<file path="src/rtl/serial_dma_pkg.sv">
package serial_dma_pkg;
  localparam int unsigned CH_TX    = 0;
  localparam int unsigned CH_RX    = 1;
  localparam int unsigned NUM_CH   = 2;
  localparam int unsigned IRQ_HALF = 0;
  localparam int unsigned IRQ_FULL = 1;

  typedef enum logic {
    ST_IDLE = 1'b0,
    ST_TXD  = 1'b1
  } eng_st_e;
endpackage

</file>
<file path="src/rtl/serial_dma_chan.sv">
module serial_dma_chan #(
  parameter int unsigned AW = 16,
  parameter int unsigned CW = 16,
  parameter int unsigned PW = 2
) (
  input  logic          clk_i,
  input  logic          rst_ni,
  input  logic          start_i,
  input  logic [AW-1:0] base_i,
  input  logic [CW-1:0] len_i,
  input  logic [PW-1:0] prio_i,
  input  logic          half_ie_i,
  input  logic          full_ie_i,
  input  logic          en_i,
  input  logic          flag_i,
  input  logic          grant_i,
  input  logic          done_i,
  input  logic [1:0]    clr_i,
  output logic          req_o,
  output logic [AW-1:0] addr_o,
  output logic [PW-1:0] prio_o,
  output logic [1:0]    irq_o
);
  import serial_dma_pkg::*;

  logic          active_q, used_q;
  logic          half_ie_q, full_ie_q, half_q, full_q;
  logic [AW-1:0] addr_q;
  logic [CW-1:0] len_q, half_tgt_q, moved_q, moved_nxt;
  logic [PW-1:0] prio_q;
  logic          step;

  assign moved_nxt = moved_q + CW'(1);
  assign step      = done_i && active_q && !start_i;
  // one request per flag assertion
  assign req_o     = en_i && active_q && flag_i && !used_q;
  assign addr_o    = addr_q;
  assign prio_o    = prio_q;
  assign irq_o[IRQ_HALF] = half_q && half_ie_q;
  assign irq_o[IRQ_FULL] = full_q && full_ie_q;

  always_ff @(posedge clk_i or negedge rst_ni) begin
    if (!rst_ni) begin
      active_q   <= 1'b0;
      addr_q     <= '0;
      len_q      <= '0;
      half_tgt_q <= '0;
      moved_q    <= '0;
      prio_q     <= '0;
      half_ie_q  <= 1'b0;
      full_ie_q  <= 1'b0;
    end else if (start_i) begin
      active_q   <= (len_i != '0);
      addr_q     <= base_i;
      len_q      <= len_i;
      half_tgt_q <= len_i >> 1;
      moved_q    <= '0;
      prio_q     <= prio_i;
      half_ie_q  <= half_ie_i;
      full_ie_q  <= full_ie_i;
    end else if (step) begin
      moved_q <= moved_nxt;
      addr_q  <= addr_q + AW'(1);
      if (moved_nxt == len_q) active_q <= 1'b0;
    end
  end

  always_ff @(posedge clk_i or negedge rst_ni) begin
    if (!rst_ni)       used_q <= 1'b0;
    else if (grant_i)  used_q <= 1'b1;
    else if (!flag_i)  used_q <= 1'b0;
  end

  // set wins over a same-cycle clear
  always_ff @(posedge clk_i or negedge rst_ni) begin
    if (!rst_ni) begin
      half_q <= 1'b0;
      full_q <= 1'b0;
    end else begin
      if (step && half_tgt_q != '0 && moved_nxt == half_tgt_q) half_q <= 1'b1;
      else if (clr_i[IRQ_HALF])                                  half_q <= 1'b0;
      if (step && moved_nxt == len_q) full_q <= 1'b1;
      else if (clr_i[IRQ_FULL])        full_q <= 1'b0;
    end
  end
endmodule

</file>
<file path="src/rtl/serial_dma_arb.sv">
module serial_dma_arb #(
  parameter int unsigned PW = 2
) (
  input  logic          idle_i,
  input  logic          tx_req_i,
  input  logic          rx_req_i,
  input  logic [PW-1:0] tx_prio_i,
  input  logic [PW-1:0] rx_prio_i,
  output logic          tx_gnt_o,
  output logic          rx_gnt_o
);
  logic tx_wins;

  // receive takes ties so no incoming byte waits behind transmit
  assign tx_wins  = tx_req_i && (!rx_req_i || (tx_prio_i > rx_prio_i));
  assign tx_gnt_o = idle_i && tx_wins;
  assign rx_gnt_o = idle_i && rx_req_i && !tx_wins;
endmodule

</file>
<file path="src/rtl/serial_dma.sv">
module serial_dma #(
  parameter int unsigned AW = 16,
  parameter int unsigned CW = 16,
  parameter int unsigned PW = 2,
  parameter int unsigned DW = 8
) (
  input  logic          clk_i,
  input  logic          rst_ni,
  input  logic          tx_en_i,
  input  logic          tx_start_i,
  input  logic [AW-1:0] tx_base_i,
  input  logic [CW-1:0] tx_len_i,
  input  logic [PW-1:0] tx_prio_i,
  input  logic          tx_half_ie_i,
  input  logic          tx_full_ie_i,
  input  logic [1:0]    tx_irq_clr_i,
  output logic [1:0]    tx_irq_o,
  input  logic          rx_en_i,
  input  logic          rx_start_i,
  input  logic [AW-1:0] rx_base_i,
  input  logic [CW-1:0] rx_len_i,
  input  logic [PW-1:0] rx_prio_i,
  input  logic          rx_half_ie_i,
  input  logic          rx_full_ie_i,
  input  logic [1:0]    rx_irq_clr_i,
  output logic [1:0]    rx_irq_o,
  input  logic          txe_i,
  input  logic          rxne_i,
  input  logic          txe_ie_i,
  output logic          txe_irq_o,
  output logic          dr_we_o,
  output logic [DW-1:0] dr_wdata_o,
  output logic          dr_re_o,
  input  logic [DW-1:0] dr_rdata_i,
  output logic          mem_req_o,
  output logic          mem_we_o,
  output logic [AW-1:0] mem_addr_o,
  output logic [DW-1:0] mem_wdata_o,
  input  logic [DW-1:0] mem_rdata_i
);
  import serial_dma_pkg::*;

  logic [NUM_CH-1:0]         ch_start, ch_en, ch_flag, ch_grant, ch_done, ch_req;
  logic [NUM_CH-1:0]         ch_hie, ch_fie;
  logic [NUM_CH-1:0][AW-1:0] ch_base, ch_addr;
  logic [NUM_CH-1:0][CW-1:0] ch_len;
  logic [NUM_CH-1:0][PW-1:0] ch_prio_in, ch_prio;
  logic [NUM_CH-1:0][1:0]    ch_clr, ch_irq;

  eng_st_e st_q;
  logic    idle, tx_gnt, rx_gnt;

  assign ch_start[CH_TX]   = tx_start_i;
  assign ch_start[CH_RX]   = rx_start_i;
  assign ch_en[CH_TX]      = tx_en_i;
  assign ch_en[CH_RX]      = rx_en_i;
  assign ch_flag[CH_TX]    = txe_i;
  assign ch_flag[CH_RX]    = rxne_i;
  assign ch_base[CH_TX]    = tx_base_i;
  assign ch_base[CH_RX]    = rx_base_i;
  assign ch_len[CH_TX]     = tx_len_i;
  assign ch_len[CH_RX]     = rx_len_i;
  assign ch_prio_in[CH_TX] = tx_prio_i;
  assign ch_prio_in[CH_RX] = rx_prio_i;
  assign ch_hie[CH_TX]     = tx_half_ie_i;
  assign ch_hie[CH_RX]     = rx_half_ie_i;
  assign ch_fie[CH_TX]     = tx_full_ie_i;
  assign ch_fie[CH_RX]     = rx_full_ie_i;
  assign ch_clr[CH_TX]     = tx_irq_clr_i;
  assign ch_clr[CH_RX]     = rx_irq_clr_i;
  assign ch_grant[CH_TX]   = tx_gnt;
  assign ch_grant[CH_RX]   = rx_gnt;
  assign ch_done[CH_TX]    = (st_q == ST_TXD);
  assign ch_done[CH_RX]    = rx_gnt;
  assign tx_irq_o          = ch_irq[CH_TX];
  assign rx_irq_o          = ch_irq[CH_RX];

  for (genvar g = 0; g < NUM_CH; g++) begin : g_ch
    serial_dma_chan #(.AW(AW), .CW(CW), .PW(PW)) i_chan (
      .clk_i     (clk_i),
      .rst_ni    (rst_ni),
      .start_i   (ch_start[g]),
      .base_i    (ch_base[g]),
      .len_i     (ch_len[g]),
      .prio_i    (ch_prio_in[g]),
      .half_ie_i (ch_hie[g]),
      .full_ie_i (ch_fie[g]),
      .en_i      (ch_en[g]),
      .flag_i    (ch_flag[g]),
      .grant_i   (ch_grant[g]),
      .done_i    (ch_done[g]),
      .clr_i     (ch_clr[g]),
      .req_o     (ch_req[g]),
      .addr_o    (ch_addr[g]),
      .prio_o    (ch_prio[g]),
      .irq_o     (ch_irq[g])
    );
  end

  assign idle = (st_q == ST_IDLE);

  serial_dma_arb #(.PW(PW)) i_arb (
    .idle_i    (idle),
    .tx_req_i  (ch_req[CH_TX]),
    .rx_req_i  (ch_req[CH_RX]),
    .tx_prio_i (ch_prio[CH_TX]),
    .rx_prio_i (ch_prio[CH_RX]),
    .tx_gnt_o  (tx_gnt),
    .rx_gnt_o  (rx_gnt)
  );

  // transmit needs one cycle for the memory read to return
  always_ff @(posedge clk_i or negedge rst_ni) begin
    if (!rst_ni)     st_q <= ST_IDLE;
    else if (tx_gnt) st_q <= ST_TXD;
    else             st_q <= ST_IDLE;
  end

  assign mem_req_o   = tx_gnt || rx_gnt;
  assign mem_we_o    = rx_gnt;
  assign mem_addr_o  = rx_gnt ? ch_addr[CH_RX] : ch_addr[CH_TX];
  assign mem_wdata_o = dr_rdata_i;
  assign dr_re_o     = rx_gnt;
  assign dr_we_o     = (st_q == ST_TXD);
  assign dr_wdata_o  = mem_rdata_i;
  assign txe_irq_o   = txe_ie_i && txe_i && !tx_en_i;
endmodule

</file>
<file path="config.mk">
export PLATFORM = sky130hd
export DESIGN_NAME = serial_dma
export DESIGN_NICKNAME = d
export VERILOG_FILES = /design/src/rtl/serial_dma_pkg.sv /design/src/rtl/serial_dma_chan.sv /design/src/rtl/serial_dma_arb.sv /design/src/rtl/serial_dma.sv
export SDC_FILE = /design/constraint.sdc
export NUM_CORES = 1
export LEC_CHECK = 0
export CORE_UTILIZATION = 70
export DETAILED_ROUTE_END_ITERATION = 8
export DONT_BUFFER_PORTS = 1
export PLACE_DENSITY = 0.93
export SLEW_MARGIN = 15
export SYNTH_ARGS = -nofsm -noshare
export SYNTH_HDL_FRONTEND = slang
export SYNTH_SLANG_ARGS = --single-unit
</file>
<file path="constraint.sdc">
create_clock -name clk_i -period 4 [get_ports clk_i]
set_input_delay 0.8 -clock clk_i [delete_from_list [all_inputs] [get_ports clk_i]]
set_output_delay 0.8 -clock clk_i [all_outputs]
set_load 0.005 [all_outputs]
</file>
==> results.py, run 1 <==
metrics = {
    "logic_synthesis": {
        "netlist_area_um2": 7230,
        "yosys_warnings": 0,
        "ys_seq_area_share_pct": 39.1,
        "synthesis.nets": 913,
        "ys_types": 64,
        "syn_avg_cell_area_um2": 8.97,
        "yosys_register_bits": 113,
        "yosys_most_used_dff": "dfrtp_1",
        "synth_edf_count": 0,
        "async_reset_ff_share_pct": 100,
        "netlist_instances": 806,
    },
    "global_routing": {
        "grt_first_pass_wirelength_um": 30200,
        "use_met3_pct": 12.1,
        "grt_overflow": 0,
        "grt_max_degree": 114,
        "grt_usage_pct": 36.2,
        "busiest_layer": "met2",
        "grtUsageMet2_pct": 56.2,
        "antenna_found_initial": 1,
        "met1_usage_pct": 45.3,
        "grt_pass1_vias": 5955,
    },
    "timing": {
        "tightest_slew_ns": 0.709,
        "fin_skew_ns": 0.00583,
        "hold_viol_final": 0,
        "slew_headroom_pct": 52.7,
        "rsz0062_at_grt": "no",
        "drv_slew": 0,
        "setup_viol": 0,
        "period_share_pct": 82.5,
        "period_needed_ns": 3.30,
        "fin_tns_setup_ns": 0,
        "fmax_ghz": 0.303,
    },
    "power_and_ir_drop": {
        "power_switching_uw": 829,
        "p_per_area_nw_per_um2": 454,
        "p_seq_share_pct": 37.9,
        "power_frac_comb_pct": 9.6,
        "p_sw_share_pct": 23.4,
        "internal_power_uw": 2710,
        "max-vdd-ir-drop_uv": 386,
        "clockPowerShare_pct": 52.5,
        "p_total_uw": 3540,
        "leakagePower_uw": 0.00308,
    },
    "cts": {
        "postCtsSetupBuffers": 0,
        "cts-buffers-inserted": 17,
        "insertion_delay_ns": 0.53,
        "clk_pin_slew_ns": 0.06,
        "h-tree-depth": 4,
        "cts_tree": "built",
        "clockBufferDepth": 2,
        "cts_hold_buf": 1,
        "cts_resized": 0,
        "ctsRootBufferMaster": "clkbuf_8",
        "clock-sinks": 113,
    },
    "flow_run": {
        "maxCapViolCount": 0,
    },
    "layout": {
        "syn_to_final_growth_pct": 7.82,
        "antennaDiodeCount": 0,
        "final_area_um2": 7790,
        "drive_above_1_share_pct": 10.9,
        "finalNetCount": 867,
        "most-common-layout-cells": "nand2_1, dfrtp_1, xnor2_1",
        "layout_commonest_cell": "nand2_1",
    },
    "detailed_routing": {
        "wl_per_cell_um": 20.4,
        "routed_wl_um": 18500,
        "firstDrtPassIters": 5,
        "route.detailed.drc": 0,
        "drtIter0Drc": 604,
        "antenna_left": 0,
        "via_per_inst": 6.57,
        "vias": 5954,
    },
    "place": {
        "gp_congestion": 0.975,
        "portBuffers": 0,
        "placed_area_um2": 7040,
        "dp_hpwl_um": 12600,
    },
    "hold_path": {
        "hp-class": "in -> async",
    },
    "critical_path": {
        "cp_top_family": "simple AND/OR/NAND/NOR gates",
        "cp.required_ns": 3.20,
        "cp_num_buf_inv": 1,
        "path_cells": "ha_1, nor2b_1, o211ai_1, nand2_1, inv_1, nand2_1, nand2_1",
        "crit_type": "reg -> out",
        "start_kind": "flip-flop",
        "startpoint": "g_ch[0].i_chan.prio_o[1]$_DFFE_PN0P_",
        "rr_startpoint": "g_ch[1].i_chan.moved_q[0]$_DFFE_PN0P_",
        "crit_top_cell": "nand2_1",
        "crit_path_top_delay_cell": "inv_1",
        "cpPeakStageDelay_ns": 0.53,
        "endpoint_kind": "output pin",
        "path_max_fanout": 22,
        "crit_arrival_ns": 2.50,
    },
    "floorplan": {
        "die_w_um": 104,
        "placementRows": 36,
        "ios": 142,
        "dieArea_um2": 10700,
        "initial_core_util_pct": 72.9,
        "coreArea_um2": 9910,
        "chipHeight_um": 104,
    },
    "run_status": {
        "status": "finished clean",
    },
}
## cell families after synthesis
family	after synthesis	synth area share (%)
DFF	113	39.1
xor gates and xnor gates	136	16.8
buffers and inverters	84	5.90
AOI/OAI and AO/OA	100	8.29
adders and majority gates	6	1.04
muxes	42	6.42
and+or+nand+nor	325	22.4
## cells in the mapped netlist, types with 7 or more instances
| library cell | n | share of area (%) |
|---|---|---|
| clkbuf_1 | 21 | 1.1 |
| buf_2 | 16 | 1.1 |
| xnor2_1 | 84 | 10 |
| mux2i_1 | 7 | 0.97 |
| a21oi_1 | 17 | 1.2 |
| nand3_1 | 23 | 1.6 |
| buf_1 | 7 | 0.36 |
| or3_1 | 13 | 1.1 |
| nand4_1 | 19 | 1.6 |
| o21ai_0 | 50 | 3.5 |
| nor2_1 | 57 | 3.0 |
| nor3_1 | 18 | 1.2 |
| and3_1 | 8 | 0.69 |
| inv_1 | 16 | 0.83 |
| xor2_1 | 50 | 6.1 |
| nor4_1 | 17 | 1.5 |
| nand2_1 | 124 | 6.4 |
| buf_4 | 22 | 2.3 |
| dfrtp_1 | 113 | 39 |
| mux2_2 | 35 | 5.5 |
## power groups by stage
stage          sequential [uW]  clock (uW)  combinational [uW]
2_1_floorplan             1300           0                 307
3_3_place_gp              1350           0                 292
3_5_place_dp              1350           0                 306
4_1_cts                   1340        1870                 340
5_1_grt                   1350        1920                 377
6_report                  1340        1860                 340
## final timing paths
kind | endpoint | slack [ns] | depth (start not counted)
setup / recovery | mem_addr_o[11] | 0.70 | 7
hold / removal | g_ch[0].i_chan.addr_o[0]$_DFFE_PN0P_ | 0.20 | 1
setup reg to reg | g_ch[1].i_chan.active_q$_DFFE_PN0P_ | 1.12 | 7
hold reg to reg | g_ch[1].i_chan.used_q$_DFFE_PN0P_ | 0.50 | 2
max in group asynchronous | g_ch[1].i_chan.len_q[0]$_DFFE_PN0P_ | 3.38 | 1
min in group clk_i | g_ch[0].i_chan.moved_q[3]$_DFFE_PN0P_ | 0.33 | 1
## layout make-up
type | count | area (um2)
Tap cell | 133 | 166
Timing Repair Buffer | 3 | 42.5
Sequential cell | 113 | 2830
Fill cell | 621 | 2120
Clock inverter | 10 | 250
Multi-Input combinational cell | 609 | 3970
Inverter | 16 | 60.1
Clock buffer | 22 | 473
## routing by layer
| layer | vias to the layer above | wire length (um) |
|---|---|---|
| li1 | 2647 | - |
| met1 | 2910 | 7350 |
| met2 | 328 | 8680 |
| met3 | 67 | 1840 |
| met4 | 2 | 609 |
| met5 | - | 12 |
## registers in the layout, summed over array words and instances (netlist names)
name                    count
dr_we_o                     1
g_ch.i_chan.active_q        2
g_ch.i_chan.addr_o         32
g_ch.i_chan.full_ie_q       2
g_ch.i_chan.full_q          2
g_ch.i_chan.half_ie_q       2
g_ch.i_chan.half_q          2
g_ch.i_chan.half_tgt_q      1
g_ch.i_chan.len_q          31
g_ch.i_chan.moved_q        32
g_ch.i_chan.prio_o          4
g_ch.i_chan.used_q          2
## metrics by stage
| stage | setup WS (ns) | std cells | utilization [%] | hold slack, ns |
|---|---|---|---|---|
| floorplan | 0.933 | 806 | - | 0.441 |
| global placement | 1.31 | 873 | 71.1 | 0.463 |
| detailed placement | 1.23 | 873 | 71.1 | 0.473 |
| CTS | 0.703 | 906 | 78.6 | 0.226 |
| global route | 0.517 | 906 | 78.6 | 0.223 |
| finish | 0.701 | 906 | 78.6 | 0.205 |
(Power assumes the default switching activity.)
==> run 2, diff against run 1 <==
--- a/config.mk
+++ b/config.mk
@@ -5,10 +5,10 @@
 export SDC_FILE = /design/constraint.sdc
 export NUM_CORES = 1
 export LEC_CHECK = 0
-export CORE_UTILIZATION = 70
+export CORE_UTILIZATION = 65
 export DETAILED_ROUTE_END_ITERATION = 8
 export DONT_BUFFER_PORTS = 1
-export PLACE_DENSITY = 0.93
+export PLACE_DENSITY = 0.88
 export SLEW_MARGIN = 15
 export SYNTH_ARGS = -nofsm -noshare
 export SYNTH_HDL_FRONTEND = slang
==> constraint.sdc (replaced) <==
create_clock -name clk_i -period 3.2 [get_ports clk_i]
set_input_delay 0.64 -clock clk_i [delete_from_list [all_inputs] [get_ports clk_i]]
set_output_delay 0.64 -clock clk_i [all_outputs]
set_load 0.005 [all_outputs]
==> run 2 against run 1 <==
Compared with the run above:
- global-route usage shrank 4.1 points
- highest routed layer is now met4
- sequential power is 25% higher
- critical path type unchanged
- non-clock buffer count is 1 higher
- cell count up 0.88%
- sequential cell count stayed put
- clock skew is 0.0031 ns higher
- largest power group unchanged
==> results.py, run 2 (synthesis results as in run 1) <==
metrics = {
    "run_status": {
        "status": "finished clean",
    },
    "critical_path": {
        "cpPeakStageDelay_ns": 0.38,
        "crit_arrival_ns": 2.32,
        "start_kind": "flip-flop",
        "crit_top_cell": "nand2_1",
        "cp.required_ns": 2.56,
        "endpoint_kind": "output pin",
        "rr_endpoint": "g_ch[0].i_chan.full_q$_DFFE_PN0P_",
        "cp_top_family": "simple AND/OR/NAND/NOR gates",
        "crit_type": "reg -> out",
        "rr_startpoint": "g_ch[0].i_chan.moved_q[0]$_DFFE_PN0P_",
        "path_max_fanout": 26,
        "crit_path_top_delay_cell": "dfrtp_1",
        "rr_worst_depth": 8,
        "path_cells": "ha_1, nor2b_1, o211ai_1, nand2_1, inv_1, buf_12, nand2_1, nand2_1",
        "r2r_slack_ns": 0.44,
        "cp_num_buf_inv": 2,
    },
    "timing": {
        "hold_viol_final": 0,
        "whs_ns": 0.0212,
        "slew_headroom_pct": 53.3,
        "fin_tns_setup_ns": 0,
        "tightest_slew_ns": 0.694,
        "rsz0062_at_grt": "no",
        "drv_slew": 0,
        "setup_ws_ns": 0.240,
        "fmax_ghz": 0.338,
        "fin_skew_ns": 0.00896,
        "period_share_pct": 92.5,
        "period_needed_ns": 2.96,
        "setup_viol": 0,
    },
    "detailed_routing": {
        "wl_per_cell_um": 19.2,
        "routed_wl_um": 17500,
        "firstDrtPassIters": 6,
        "vias": 5866,
        "route.detailed.drc": 0,
        "antenna_left": 0,
        "drtIter0Drc": 656,
        "via_per_inst": 6.42,
    },
    "power_and_ir_drop": {
        "p_per_area_nw_per_um2": 517,
        "leakagePower_uw": 0.00301,
        "max-vdd-ir-drop_uv": 429,
    },
    "floorplan": {
        "coreArea_um2": 10800,
        "ios": 142,
        "initial_core_util_pct": 66.7,
        "placementRows": 38,
        "dieArea_um2": 11500,
        "chipHeight_um": 107,
        "die_w_um": 107,
    },
    "cts": {
        "cts-buffers-inserted": 17,
        "insertion_delay_ns": 0.53,
        "postCtsSetupBuffers": 0,
        "ctsRootBufferMaster": "clkbuf_8",
        "cts_tree": "built",
        "clk_pin_slew_ns": 0.06,
        "clockBufferDepth": 2,
        "h-tree-depth": 4,
        "clock-sinks": 113,
    },
    "global_routing": {
        "grt_max_degree": 114,
        "antenna_found_initial": 0,
        "grt_pass1_vias": 5712,
        "grt_overflow": 0,
        "grt_usage_pct": 32.2,
        "grt_first_pass_wirelength_um": 28200,
    },
    "layout": {
        "ff_latch_area_um2": 2830,
        "layout_commonest_cell": "nand2_1",
        "finalNonFillerCells": 914,
        "drive_above_1_share_pct": 11.1,
        "fillers": 784,
        "most-common-layout-cells": "nand2_1, dfrtp_1, xnor2_1",
        "antennaDiodeCount": 0,
        "syn_to_final_growth_pct": 6.42,
        "multi_input_area_um2": 3970,
        "finalNetCount": 868,
    },
    "place": {
        "portBuffers": 0,
        "gp_congestion": 0.972,
        "dpl.cell_count": 881,
        "detailedPlace.worstSlack_ns": 0.485,
        "dp_hpwl_um": 12500,
    },
    "hold_path": {
        "hp-class": "in -> async",
    },
    "flow_run": {
        "maxCapViolCount": 0,
    },
}
## run 2: cell types whose count changed in the layout (fill, tap and decap cells not counted), sizes merged
cell      previous run  this run
clkbuf              22        18
clkinvlp             0         5
bufinv               8         3
clkinv               2         6
buf                  3         4
## run 2: timing repair
item	CTS	global route
hold buffers	1	0
resized for setup	0	0
hold endpoints to repair	113	0
## run 2: how the worst max path moves through the flow
stage	start	endpoint	slack, ns	cells past startpoint
after floorplan	g_ch[0].i_chan.prio_o[1]$_DFFE_PN0P_	mem_we_o	0.40	9
after global placement	g_ch[0].i_chan.moved_q[0]$_DFFE_PN0P_	g_ch[0].i_chan.half_q$_DFFE_PN0P_	0.59	8
after detailed placement	g_ch[0].i_chan.moved_q[0]$_DFFE_PN0P_	g_ch[0].i_chan.full_q$_DFFE_PN0P_	0.49	8
after CTS	g_ch[0].i_chan.prio_o[1]$_DFFE_PN0P_	mem_addr_o[1]	0.21	8
after global routing	g_ch[0].i_chan.prio_o[1]$_DFFE_PN0P_	mem_addr_o[2]	0.08	8
final	g_ch[0].i_chan.prio_o[1]$_DFFE_PN0P_	mem_addr_o[1]	0.24	8
## run 2: per-stage QoR
stage	utilization, %	total power (uW)	cell area [um2]
after global routing	71.0	4130	7690
after detailed placement	65.2	2080	7070
after global placement	65.2	2060	7070
final	71.0	3980	7690
after floorplan	-	2010	7230
after CTS	71.0	4000	7690
## run 2: layout make-up
cell class              instances  area share (%)
multi-input cells             609            51.7
flip-flops and latches        113            36.8
clock buffers                  18            5.56
well taps                     140            2.28
clock inverters                14            2.15
repair buffers                  4           0.813
inverters                      16           0.781
## run 2: where the power goes
group	internal [uW]	switching, uW
combinational	206	225
clock	1200	679
sequential	1530	141
## run 2: worst register-to-register path, cell delays in order, from the launching register on
cell	delay, ns
dfrtp_1	0.48
ha_1	0.36
nand3_2	0.21
or3_1	0.59
mux2i_1	0.17
a211oi_1	0.19
o2111ai_1	0.17
nor4_2	0.36
a22o_1	0.17
## run 2: routing by layer
layer	vias up	global-route usage (%)	wire length, um
met2	311	50.3	8200
met3	48	10.9	1800
met1	2853	40.7	7060
met5	-	0	0
met4	0	13.7	469
li1	2654	-	-
==> run 3, diff against run 2 <==
--- a/config.mk
+++ b/config.mk
@@ -8,6 +8,7 @@
 export CORE_UTILIZATION = 65
 export DETAILED_ROUTE_END_ITERATION = 8
 export DONT_BUFFER_PORTS = 1
+export GPL_ROUTABILITY_DRIVEN = 1
 export PLACE_DENSITY = 0.88
 export SLEW_MARGIN = 15
 export SYNTH_ARGS = -nofsm -noshare
==> results of run 3 <==
Same layout as run 2: the final DEF is identical, and so are final timing and power.
